$ cat src/rtl/qsic_pkg.sv
package qsic_pkg;
  localparam int unsigned NIB_W = 4;
  localparam int unsigned CODE_W = 3;

  typedef enum logic [1:0] {
    FLAG_EMPTY  = 2'd0,
    FLAG_NEMPTY = 2'd1,
    FLAG_NFULL  = 2'd2,
    FLAG_FULL   = 2'd3
  } flag_sel_e;

  typedef struct packed {
    logic      inv;
    flag_sel_e sel;
  } src_code_t;

  localparam logic [3:0] A_SRC0   = 4'd0;
  localparam logic [3:0] A_EN_LO  = 4'd4;
  localparam logic [3:0] A_EN_HI  = 4'd5;
  localparam logic [3:0] A_PND_LO = 4'd6;
  localparam logic [3:0] A_PND_HI = 4'd7;
  localparam logic [3:0] A_TOP_LO = 4'd8;
  localparam logic [3:0] A_TOP_HI = 4'd9;
  localparam logic [3:0] A_STAT0  = 4'd10;
  localparam logic [3:0] A_NE_HI  = 4'd14;
endpackage

$ cat src/rtl/qsic_cond_eval.sv
module qsic_cond_eval
  import qsic_pkg::*;
#(
  parameter int unsigned NQ = 32
) (
  input  logic [NQ*NIB_W-1:0] stat_i,
  input  logic [NQ*NIB_W-1:0] src_i,
  output logic [NQ-1:0]       cond_o
);
  for (genvar q = 0; q < NQ; q++) begin : g_q
    src_code_t              code;
    logic [NIB_W-1:0]       nib;
    assign code = src_code_t'(src_i[q*NIB_W +: CODE_W]);
    assign nib  = stat_i[q*NIB_W +: NIB_W];
    assign cond_o[q] = nib[code.sel] ^ code.inv;
  end
endmodule

$ cat src/rtl/qsic_pend_half.sv
module qsic_pend_half #(
  parameter int unsigned NQ    = 32,
  parameter int unsigned IDX_W = $clog2(NQ)
) (
  input  logic             clk_i,
  input  logic             rst_ni,
  input  logic [NQ-1:0]    set_i,
  input  logic [NQ-1:0]    clr_i,
  input  logic             en_we_i,
  input  logic [NQ-1:0]    en_wdata_i,
  output logic [NQ-1:0]    en_o,
  output logic [NQ-1:0]    pend_o,
  output logic             irq_o,
  output logic             top_vld_o,
  output logic [IDX_W-1:0] top_idx_o
);
  logic [NQ-1:0] pend_q, en_q, act;

  always_ff @(posedge clk_i or negedge rst_ni) begin
    if (!rst_ni) begin
      pend_q <= '0;
      en_q   <= '0;
    end else begin
      pend_q <= (pend_q & ~clr_i) | set_i;  // set wins over clear
      if (en_we_i) en_q <= en_wdata_i;
    end
  end

  assign act    = pend_q & en_q;
  assign irq_o  = |act;
  assign en_o   = en_q;
  assign pend_o = pend_q;

  // highest index wins
  always_comb begin
    top_vld_o = 1'b0;
    top_idx_o = '0;
    for (int i = 0; i < NQ; i++) begin
      if (act[i]) begin
        top_vld_o = 1'b1;
        top_idx_o = IDX_W'(i);
      end
    end
  end

  assert_set_R5: assert property (@(posedge clk_i) disable iff (!rst_ni)
    1'b1 |=> ((pend_q & $past(set_i)) == $past(set_i)));
  assert_sticky_R5: assert property (@(posedge clk_i) disable iff (!rst_ni)
    1'b1 |=> ((pend_q & $past(pend_q & ~clr_i)) == $past(pend_q & ~clr_i)));
  assert_w1c_R6: assert property (@(posedge clk_i) disable iff (!rst_ni)
    1'b1 |=> ((pend_q & $past(clr_i & ~set_i)) == '0));
  assert_irq_R7: assert property (@(posedge clk_i) disable iff (!rst_ni)
    irq_o == top_vld_o);
  assert_top_R8: assert property (@(posedge clk_i) disable iff (!rst_ni)
    top_vld_o |-> (act[top_idx_o] && (((act >> top_idx_o) >> 1) == '0)));
endmodule

$ cat src/rtl/qstat_irq_ctrl.sv
module qstat_irq_ctrl
  import qsic_pkg::*;
#(
  parameter int unsigned DW = 32,
  parameter int unsigned AW = 4
) (
  input  logic              clk_i,
  input  logic              rst_ni,
  input  logic [DW*NIB_W-1:0] lo_stat_i,
  input  logic [DW-1:0]     hi_ne_i,
  input  logic              reg_we_i,
  input  logic [AW-1:0]     reg_addr_i,
  input  logic [DW-1:0]     reg_wdata_i,
  output logic [DW-1:0]     reg_rdata_o,
  output logic              irq_lo_o,
  output logic              irq_hi_o
);
  localparam int unsigned NREG  = NIB_W;  // words of nibbles per half
  localparam int unsigned IDX_W = $clog2(DW);
  localparam int unsigned PADW  = DW - 2 - IDX_W;

  function automatic logic [DW-1:0] src_mask();
    logic [DW-1:0] m;
    for (int i = 0; i < DW; i++) m[i] = ((i % NIB_W) != NIB_W - 1);
    return m;
  endfunction
  localparam logic [DW-1:0] SRC_MASK = src_mask();

  logic [NREG-1:0][DW-1:0] src_q, stat_q;
  logic [DW-1:0] ne_q;
  logic [DW-1:0] cond_lo, clr_lo, clr_hi;
  logic [DW-1:0] en_lo, en_hi, pnd_lo, pnd_hi;
  logic          top_lo_vld, top_hi_vld;
  logic [IDX_W-1:0] top_lo_idx, top_hi_idx;
  logic [1:0]    stat_sel;

  always_ff @(posedge clk_i or negedge rst_ni) begin
    if (!rst_ni) begin
      stat_q <= {(NREG*DW/NIB_W){4'h3}};
      ne_q   <= '0;
    end else begin
      stat_q <= lo_stat_i;
      ne_q   <= hi_ne_i;
    end
  end

  for (genvar r = 0; r < NREG; r++) begin : g_src
    always_ff @(posedge clk_i or negedge rst_ni) begin
      if (!rst_ni) src_q[r] <= '0;
      else if (reg_we_i && reg_addr_i == A_SRC0 + AW'(r))
        src_q[r] <= reg_wdata_i & SRC_MASK;
    end
    assert_rsvd_R3: assert property (@(posedge clk_i) disable iff (!rst_ni)
      (src_q[r] & ~SRC_MASK) == '0);
  end

  qsic_cond_eval #(.NQ(DW)) u_cond (
    .stat_i (stat_q),
    .src_i  (src_q),
    .cond_o (cond_lo)
  );

  assign clr_lo = (reg_we_i && reg_addr_i == A_PND_LO) ? reg_wdata_i : '0;
  assign clr_hi = (reg_we_i && reg_addr_i == A_PND_HI) ? reg_wdata_i : '0;

  qsic_pend_half #(.NQ(DW), .IDX_W(IDX_W)) u_lo (
    .clk_i, .rst_ni,
    .set_i      (cond_lo),
    .clr_i      (clr_lo),
    .en_we_i    (reg_we_i && reg_addr_i == A_EN_LO),
    .en_wdata_i (reg_wdata_i),
    .en_o       (en_lo),
    .pend_o     (pnd_lo),
    .irq_o      (irq_lo_o),
    .top_vld_o  (top_lo_vld),
    .top_idx_o  (top_lo_idx)
  );

  qsic_pend_half #(.NQ(DW), .IDX_W(IDX_W)) u_hi (
    .clk_i, .rst_ni,
    .set_i      (ne_q),
    .clr_i      (clr_hi),
    .en_we_i    (reg_we_i && reg_addr_i == A_EN_HI),
    .en_wdata_i (reg_wdata_i),
    .en_o       (en_hi),
    .pend_o     (pnd_hi),
    .irq_o      (irq_hi_o),
    .top_vld_o  (top_hi_vld),
    .top_idx_o  (top_hi_idx)
  );

  assign stat_sel = 2'(reg_addr_i - A_STAT0);

  always_comb begin
    reg_rdata_o = '0;
    case (reg_addr_i)
      4'd0, 4'd1, 4'd2, 4'd3: reg_rdata_o = src_q[reg_addr_i[1:0]];
      A_EN_LO:  reg_rdata_o = en_lo;
      A_EN_HI:  reg_rdata_o = en_hi;
      A_PND_LO: reg_rdata_o = pnd_lo;
      A_PND_HI: reg_rdata_o = pnd_hi;
      A_TOP_LO: reg_rdata_o = top_lo_vld ? {1'b1, {PADW{1'b0}}, 1'b0, top_lo_idx} : '0;
      A_TOP_HI: reg_rdata_o = top_hi_vld ? {1'b1, {PADW{1'b0}}, 1'b1, top_hi_idx} : '0;
      4'd10, 4'd11, 4'd12, 4'd13: reg_rdata_o = stat_q[stat_sel];
      A_NE_HI:  reg_rdata_o = ne_q;
      default:  reg_rdata_o = '0;
    endcase
  end

  assert_fixed_R4: assert property (@(posedge clk_i) disable iff (!rst_ni)
    1'b1 |=> ((pnd_hi & $past(ne_q)) == $past(ne_q)));
  assert_quiet_R7: assert property (@(posedge clk_i) disable iff (!rst_ni)
    (en_lo == '0) |-> !irq_lo_o);
endmodule

$ cat config.mk
export PLATFORM = sky130hd
export DESIGN_NAME = qstat_irq_ctrl
export DESIGN_NICKNAME = d
export VERILOG_FILES = /design/src/rtl/qsic_pkg.sv /design/src/rtl/qsic_cond_eval.sv /design/src/rtl/qsic_pend_half.sv /design/src/rtl/qstat_irq_ctrl.sv
export SDC_FILE = /design/constraint.sdc
export NUM_CORES = 1
export LEC_CHECK = 0
export BUFFER_PORTS_ARGS = -buffer_cell sky130_fd_sc_hd__buf_2
export CAP_MARGIN = 25
export CELL_PAD_IN_SITES_DETAIL_PLACEMENT = 1
export CELL_PAD_IN_SITES_GLOBAL_PLACEMENT = 1
export CORE_MARGIN = 2
export CORE_UTILIZATION = 45
export CTS_BUF_LIST = sky130_fd_sc_hd__clkbuf_8 sky130_fd_sc_hd__clkbuf_16
export CTS_CLUSTER_SIZE = 28
export DETAILED_ROUTE_END_ITERATION = 8
export PLACE_DENSITY = 0.79
export SLEW_MARGIN = 20
export SYNTH_ARGS = -nofsm -noshare
export SYNTH_HDL_FRONTEND = slang
export SYNTH_SLANG_ARGS = --single-unit
$ cat constraint.sdc
create_clock -name clk_i -period 3.1 [get_ports clk_i]
set_input_delay 0.465 -clock clk_i [delete_from_list [all_inputs] [get_ports clk_i]]
set_output_delay 0.465 -clock clk_i [all_outputs]
set_load 0.01 [all_outputs]
==> flow_summary.yaml, run 1 <==
cells_and_area:
  seq_area_mm2: 0.00969
  final_nets: 1894
  multi_input_area_mm2: 0.00744
  area_delta_synth_final_pct: 31.8
  finish.utilization: 0.604
  final_cells: 2241
  fillers: 3696
  drive_gt1_frac: 0.390
cts:
  cts_root_buffer: "clkbuf_16"
  clock_path_buffers: 3
  clock-sinks: 384
  cts.reportedPaths.clkPinSlew_ns: 0.06
  h-tree-depth: 2
  clock_latency_ns: 0.59
  cts_tree: "done"
  cts_buffers: 43
logic_synthesis:
  yosysSeqAreaShare: 0.560
  synth_seq_cells: 384
  synth_cell_types: 58
  syn_avg_cell_area_um2: 13.9
  synth_area_mm2: 0.0173
  postSynthCellCount: 1245
  synth_nets: 1444
  synth_edf_count: 0
  synthArstFlopShare: 1.00
  synthFlopType: "dfrtp_1"
  yosys_warnings: 0
drt:
  drt-total-wl_um: 63400
  avgRoutedWirePerCell_um: 28.3
  ant_nets: 0
  first_iter_violations: 1182
  vias: 13600
  drt-pass1-iter-count: 6
  viasPerCell: 6.06
  drcViolationCount: 0
timing:
  tightest_slew_ns: 0.917
  final.period_utilization: 1.06
  max_freq_mhz: 304
  layout_min_cycle_time_ns: 3.29
  finClkSkew_ns: 0.0218
  max-slew-margin-rel: 0.388
  worst_hold_slack_ns: 0.0117
  hold_viol_final: 0
  rsz0062_at_grt: "true"
  worst_slack_ns: -0.194
  setup_violations: 5
  setup_tns_ns: -0.799
  slew_viol_final: 0
place:
  hpwl_um: 42000
  dp_cells: 1983
  numPortBuffers: 232
  place.gp.congestion: 0.933
worst_setup_path:
  critPathKind: "reg2out"
  rr_endpoint: "u_lo.pend_o[25]"
  crit_required_ns: 2.63
  cp_data_arrival_time_ns: 2.83
  worstPathMaxFanout: 5
  r2r_slack_ns: 1.41
  worstSetupEndpointType: "output pin"
  reg2reg_depth: 3
  start_kind: "flip-flop"
  reg2reg_from: "src_q[100]"
hold_path:
  hold-path-cell-count: 1
  hold_end: "ne_q[6]"
  hold_class: "in2reg"
  min_from: "hi_ne_i[6]"
floorplan:
  die-area_mm2: 0.0400
  core.rowCount: 71
  die_h_um: 200
  core-area_mm2: 0.0378
  die_w_um: 200
  initial_core_util: 0.458
  ios: 233
run:
  max_cap_violations: 0
pwr:
  p_int_uw: 10400
  share_comb_of_total_power: 0.212
  power_density_mw_per_mm2: 645
  switchingPower_uw: 4350
  p_seq_frac: 0.432
  leakagePower_uw: 0.00981
  switching_share: 0.295
  vdd_drop_max_mv: 0.713
  pwr-share-clk: 0.356
status:
  outcome: "finished, violations left"
  violations: "negative setup slack"
grt:
  grt_max_degree: 90
  grt_usage: 0.326
  grt-ovfl-total: 0
  grt_first_pass_wirelength_um: 95500
  grt_pass1_vias: 15200
  antenna_found_initial: 2
cells in the mapped netlist (2+ instances only):
cell type | number | share of area
a211o_1 | 3 | 0.0015
a211oi_1 | 3 | 0.0013
a21o_1 | 32 | 0.014
a21oi_1 | 11 | 0.0032
a221o_1 | 3 | 0.0017
a222oi_1 | 22 | 0.013
a22o_1 | 10 | 0.0051
a22oi_1 | 49 | 0.021
a22oi_2 | 5 | 0.0036
a31oi_1 | 7 | 0.0025
a32o_1 | 7 | 0.0041
a32oi_1 | 2 | 0.0010
and2_1 | 3 | 0.0011
and3_1 | 8 | 0.0029
and4_1 | 2 | 0.0010
buf_2 | 33 | 0.0095
clkbuf_1 | 32 | 0.0069
dfrtp_1 | 320 | 0.46
dfstp_2 | 64 | 0.097
mux2_1 | 68 | 0.044
mux2_2 | 98 | 0.064
mux2i_1 | 14 | 0.0081
mux4_2 | 100 | 0.13
nand2_1 | 220 | 0.048
nand2b_1 | 3 | 0.0011
nand3_1 | 16 | 0.0046
nand4_1 | 6 | 0.0022
nor2_1 | 10 | 0.0022
nor2b_1 | 6 | 0.0022
nor4_1 | 2 | 0.00072
o211ai_1 | 11 | 0.0048
o21ai_0 | 15 | 0.0043
o21ai_1 | 2 | 0.00058
or2_1 | 2 | 0.00072
or3_1 | 2 | 0.00072
xnor2_1 | 32 | 0.016
area by class of cell:
cell class,count,area share
Antenna cell,1,0.000110
Clock buffer,51,0.0525
Clock inverter,28,0.0106
Inverter,1,0.000165
Multi-Input combinational cell,794,0.327
Sequential cell,384,0.425
Tap cell,511,0.0280
Timing Repair Buffer,471,0.157
cell families (layout without fill, tap and decap cells):
group | count (synthesis) | in the layout | share of synthesized area
flip-flops | 384 | 384 | 0.560
AND/OR/NAND/NOR | 289 | 289 | 0.0725
multiplexers | 280 | 280 | 0.246
AO/OA/AOI/OAI | 192 | 192 | 0.0874
buffers and inverters | 67 | 551 | 0.0169
XOR/XNOR | 33 | 33 | 0.0167
other | 0 | 1 | 0
layer usage:
metal	GRT usage	vias to the layer above	part of all wire
li1	-	5581	-
met1	0.425	7173	0.40
met2	0.533	645	0.49
met3	0.0593	171	0.072
met4	0.158	0	0.044
met5	0	-	0
how the worst max path moves through the flow:
stage                     from         endpoint  slack (ns)
2_1_floorplan    reg_addr_i[0]  reg_rdata_o[20]        0.50
3_3_place_gp   u_hi.pend_o[21]   reg_rdata_o[2]        0.24
3_5_place_dp   u_lo.pend_o[11]   reg_rdata_o[2]        0.17
4_1_cts        u_hi.pend_o[25]   reg_rdata_o[0]       -0.15
5_1_grt          u_hi.en_o[15]   reg_rdata_o[0]       -0.22
6_report        u_hi.pend_o[5]   reg_rdata_o[0]       -0.19
cell usage in the layout, fill, tap and decap left out, types with 40 or more instances in the layout:
cell type        n
nand2_1        220
mux4_2         100
dlygate4sd3_1  155
mux2_2          98
dfrtp_1        319
clkbuf_16       44
dfstp_2         64
mux2_1          68
buf_4           69
a22oi_1         40
buf_2          225
power groups by stage:
stage,registers (µW),clock network (µW),logic [µW]
after floorplan,6140,0,1730
after global placement,6340,0,2660
after detailed placement,6390,0,2760
after CTS,6330,5270,3050
after global routing,6430,5500,3290
final,6360,5230,3120
stage by stage:
stage                     worst slack (ns)  area, µm²  power (µW)
after global placement               0.238      19500        9000
after detailed placement             0.172      19500        9150
after CTS                           -0.145      22800       14600
after global routing                -0.223      22800       15200
after floorplan                      0.504      17300        7870
final                               -0.194      22800       14700
flip-flops by register name, indices dropped and copies added (netlist names):
| register | flops |
|---|---|
| src_q | 96 |
| u_lo.en_o | 32 |
| stat_q | 128 |
| u_hi.en_o | 32 |
| u_lo.pend_o | 32 |
| ne_q | 32 |
| u_hi.pend_o | 32 |
worst max-delay path: stages, from the launching register on:
cell and delay (ns):
dfrtp_1 0.45, a22o_1 0.23, nand4bb_1 0.21, or4_4 0.60, nand4b_4 0.18, buf_6 0.11
a311o_1 0.10, o211ai_1 0.16, buf_2 0.20
what timing repair did:
item,in CTS,in global routing
pin swaps,17,8
gates cloned,0,0
setup buffers,21,2
hold endpoints to repair,220,0
setup endpoints to repair,5,6
hold buffers,155,0
gates resized for setup,23,7
Power figures use the tool's default switching activity.
==> inputs of run 2 (changes only) <==
CELL_PAD_IN_SITES_DETAIL_PLACEMENT = not set   (was 1)
CELL_PAD_IN_SITES_GLOBAL_PLACEMENT = not set   (was 1)
PLACE_DENSITY = 0.68   (was 0.79)
==> run 2 against run 1 <==
Net effect: the flow still finishes with violations (negative setup slack); sequential share of layout area grew 0.18 points; via count decreased by 3.3%; design area down 0.41%; fmax shrank 0.68%; worst setup slack got worse by 0.023 ns; die area stayed put; register-to-register slack barely moved; critical path type unchanged; critical endpoint unchanged; highest routed layer unchanged.
==> flow_summary.yaml, run 2 (synthesized netlist as in run 1, its figures left out) <==
timing:
  final.period_utilization: 1.07
  slew_viol_final: 0
  layout_min_cycle_time_ns: 3.32
  tightest_slew_ns: 0.791
  max-slew-margin-rel: 0.473
  hold_viol_final: 0
  max_freq_mhz: 301
  finClkSkew_ns: 0.0200
  rsz0062_at_grt: "true"
  setup_violations: 4
  worst_slack_ns: -0.217
place:
  dp_slack_ns: 0.270
  hpwl_um: 37700
  numPortBuffers: 232
  place.gp.congestion: 0.926
floorplan:
  initial_core_util: 0.458
  die_w_um: 200
  ios: 233
  core.rowCount: 71
  core-area_mm2: 0.0378
  die_h_um: 200
  die-area_mm2: 0.0400
worst_setup_path:
  critPathSlowestCell: "or4_4"
  crit_required_ns: 2.63
  worstPathMaxFanout: 4
  cp_data_arrival_time_ns: 2.85
  start_kind: "flip-flop"
  reg2reg_from: "src_q[20]"
  critPathKind: "reg2out"
  r2r_slack_ns: 1.42
  endpoint: "reg_rdata_o[0]"
  slowest_delay_ns: 0.57
  critical-path-top-delay-family: "simple AND/OR/NAND/NOR gates"
  reg2reg_depth: 3
  path_cells: "a22oi_2 > nand4_1 > or4_4 > nand4b_4 > buf_4 > a311o_1 > o211ai_1 > buf_2"
  worstSetupEndpointType: "output pin"
  rr_endpoint: "u_lo.pend_o[5]"
  cp_num_cells: 8
  critPathBufInv: 2
  startpoint: "u_hi.pend_o[22]"
drt:
  drt-total-wl_um: 55200
  avgRoutedWirePerCell_um: 24.7
  ant_nets: 0
  viasPerCell: 5.86
  drcViolationCount: 0
  drt-pass1-iter-count: 6
  vias: 13100
  first_iter_violations: 1222
cells_and_area:
  largest_register_ffs: 128
  area_delta_synth_final_pct: 31.3
  drive_gt1_frac: 0.392
  reg_top3: "stat_q (128), src_q (96)"
  final_nets: 1890
  layout_commonest_cell: "dfrtp_1"
  largest_register: "stat_q"
  final_cell_mix: "318 x dfrtp_1, 226 x buf_2, 220 x nand2_1, 156 x dlygate4sd3_1, 100 x mux4_2"
  fillers: 2949
grt:
  grt_use_met3: 0.0623
  grt-ovfl-total: 0
  antenna_found_initial: 4
  grt_max_degree: 78
  use_met2: 0.447
  grt_busiest_layer: "met2"
  grt_pass1_vias: 13600
  grt_first_pass_wirelength_um: 83000
  grt_usage: 0.281
  use_met1: 0.381
cts:
  cts_buffers: 42
  clock_path_buffers: 3
  h-tree-depth: 2
  clock-sinks: 384
  cts_tree: "done"
  clock_latency_ns: 0.58
  cts.reportedPaths.clkPinSlew_ns: 0.06
  cts_root_buffer: "clkbuf_16"
status:
  outcome: "finished, violations left"
  violations: "negative setup slack"
run:
  max_cap_violations: 0
pwr:
  power_density_mw_per_mm2: 634
  vdd_drop_max_mv: 0.433
  leakagePower_uw: 0.00974
  finalPower_uw: 14400
hold_path:
  hold_class: "in2reg"
-- run 2: changes by cell type in the layout (fill, tap and decap cells not counted), moves of 2 or more --
cell | previous run | this run
diode_2 | 1 | 3
clkbuf_8 | 7 | 11
bufinv_16 | 4 | 2
a22oi_1 | 40 | 38
clkinv_2 | 9 | 7
inv_1 | 13 | 9
buf_6 | 6 | 3
buf_12 | 15 | 12
a22oi_2 | 14 | 16
clkinvlp_4 | 1 | 4
-- run 2: timing repair --
item	4_1_cts	5_1_grt
pin swaps	13	19
gates resized for setup	19	9
setup endpoints to repair	4	6
setup buffers	16	16
hold endpoints to repair	209	8
hold buffers	148	8
-- run 2: area by class of cell --
| type | instances | area (µm²) | area share |
|---|---|---|---|
| clock inverter | 23 | 184 | 0.00810 |
| antenna | 3 | 7.51 | 0.000331 |
| tap | 511 | 639 | 0.0282 |
| multi-input combinational | 794 | 7450 | 0.328 |
| inverter | 1 | 3.75 | 0.000165 |
| clock buffer | 54 | 1230 | 0.0541 |
| timing repair buffer | 468 | 3510 | 0.154 |
| sequential | 384 | 9690 | 0.427 |
-- run 2: how the worst min path moves through the flow --
| stage | from | end | cells after the start |
|---|---|---|---|
| finish | hi_ne_i[22] | ne_q[22] | 1 |
| global route | lo_stat_i[62] | stat_q[62] | 1 |
| CTS | lo_stat_i[6] | stat_q[6] | 1 |
| detailed placement | ne_q[27] | u_hi.pend_o[27] | 1 |
| global placement | ne_q[27] | u_hi.pend_o[27] | 1 |
| floorplan | rst_ni | ne_q[0] | 0 |
-- run 2: power by group --
part           switching, µW  internal [µW]
Clock                   2090           2970
Combinational           1410           1620
Sequential               642           5670
Total                   4150          10300
-- run 2: through the flow --
| step | area (µm²) | setup TNS [ns] | hold slack, ns | util | cells |
|---|---|---|---|---|---|
| after floorplan | 17300 | 0 | 0.169 | - | 1245 |
| after global placement | 19300 | 0 | 0.461 | 0.512 | 1970 |
| after detailed placement | 19300 | 0 | 0.455 | 0.512 | 1970 |
| after CTS | 22500 | -0.362 | 0.0000582 | 0.595 | 2211 |
| after global routing | 22700 | -0.661 | 0.0000748 | 0.601 | 2236 |
| final | 22700 | -0.490 | 0.0147 | 0.601 | 2238 |
-- run 2: metal layers --
layer / vias up / wire [µm]
li1: 5574 / -
met1: 6753 / 22600
met2: 668 / 26000
met3: 124 / 4480
met4: 0 / 2160
met5: - / 0
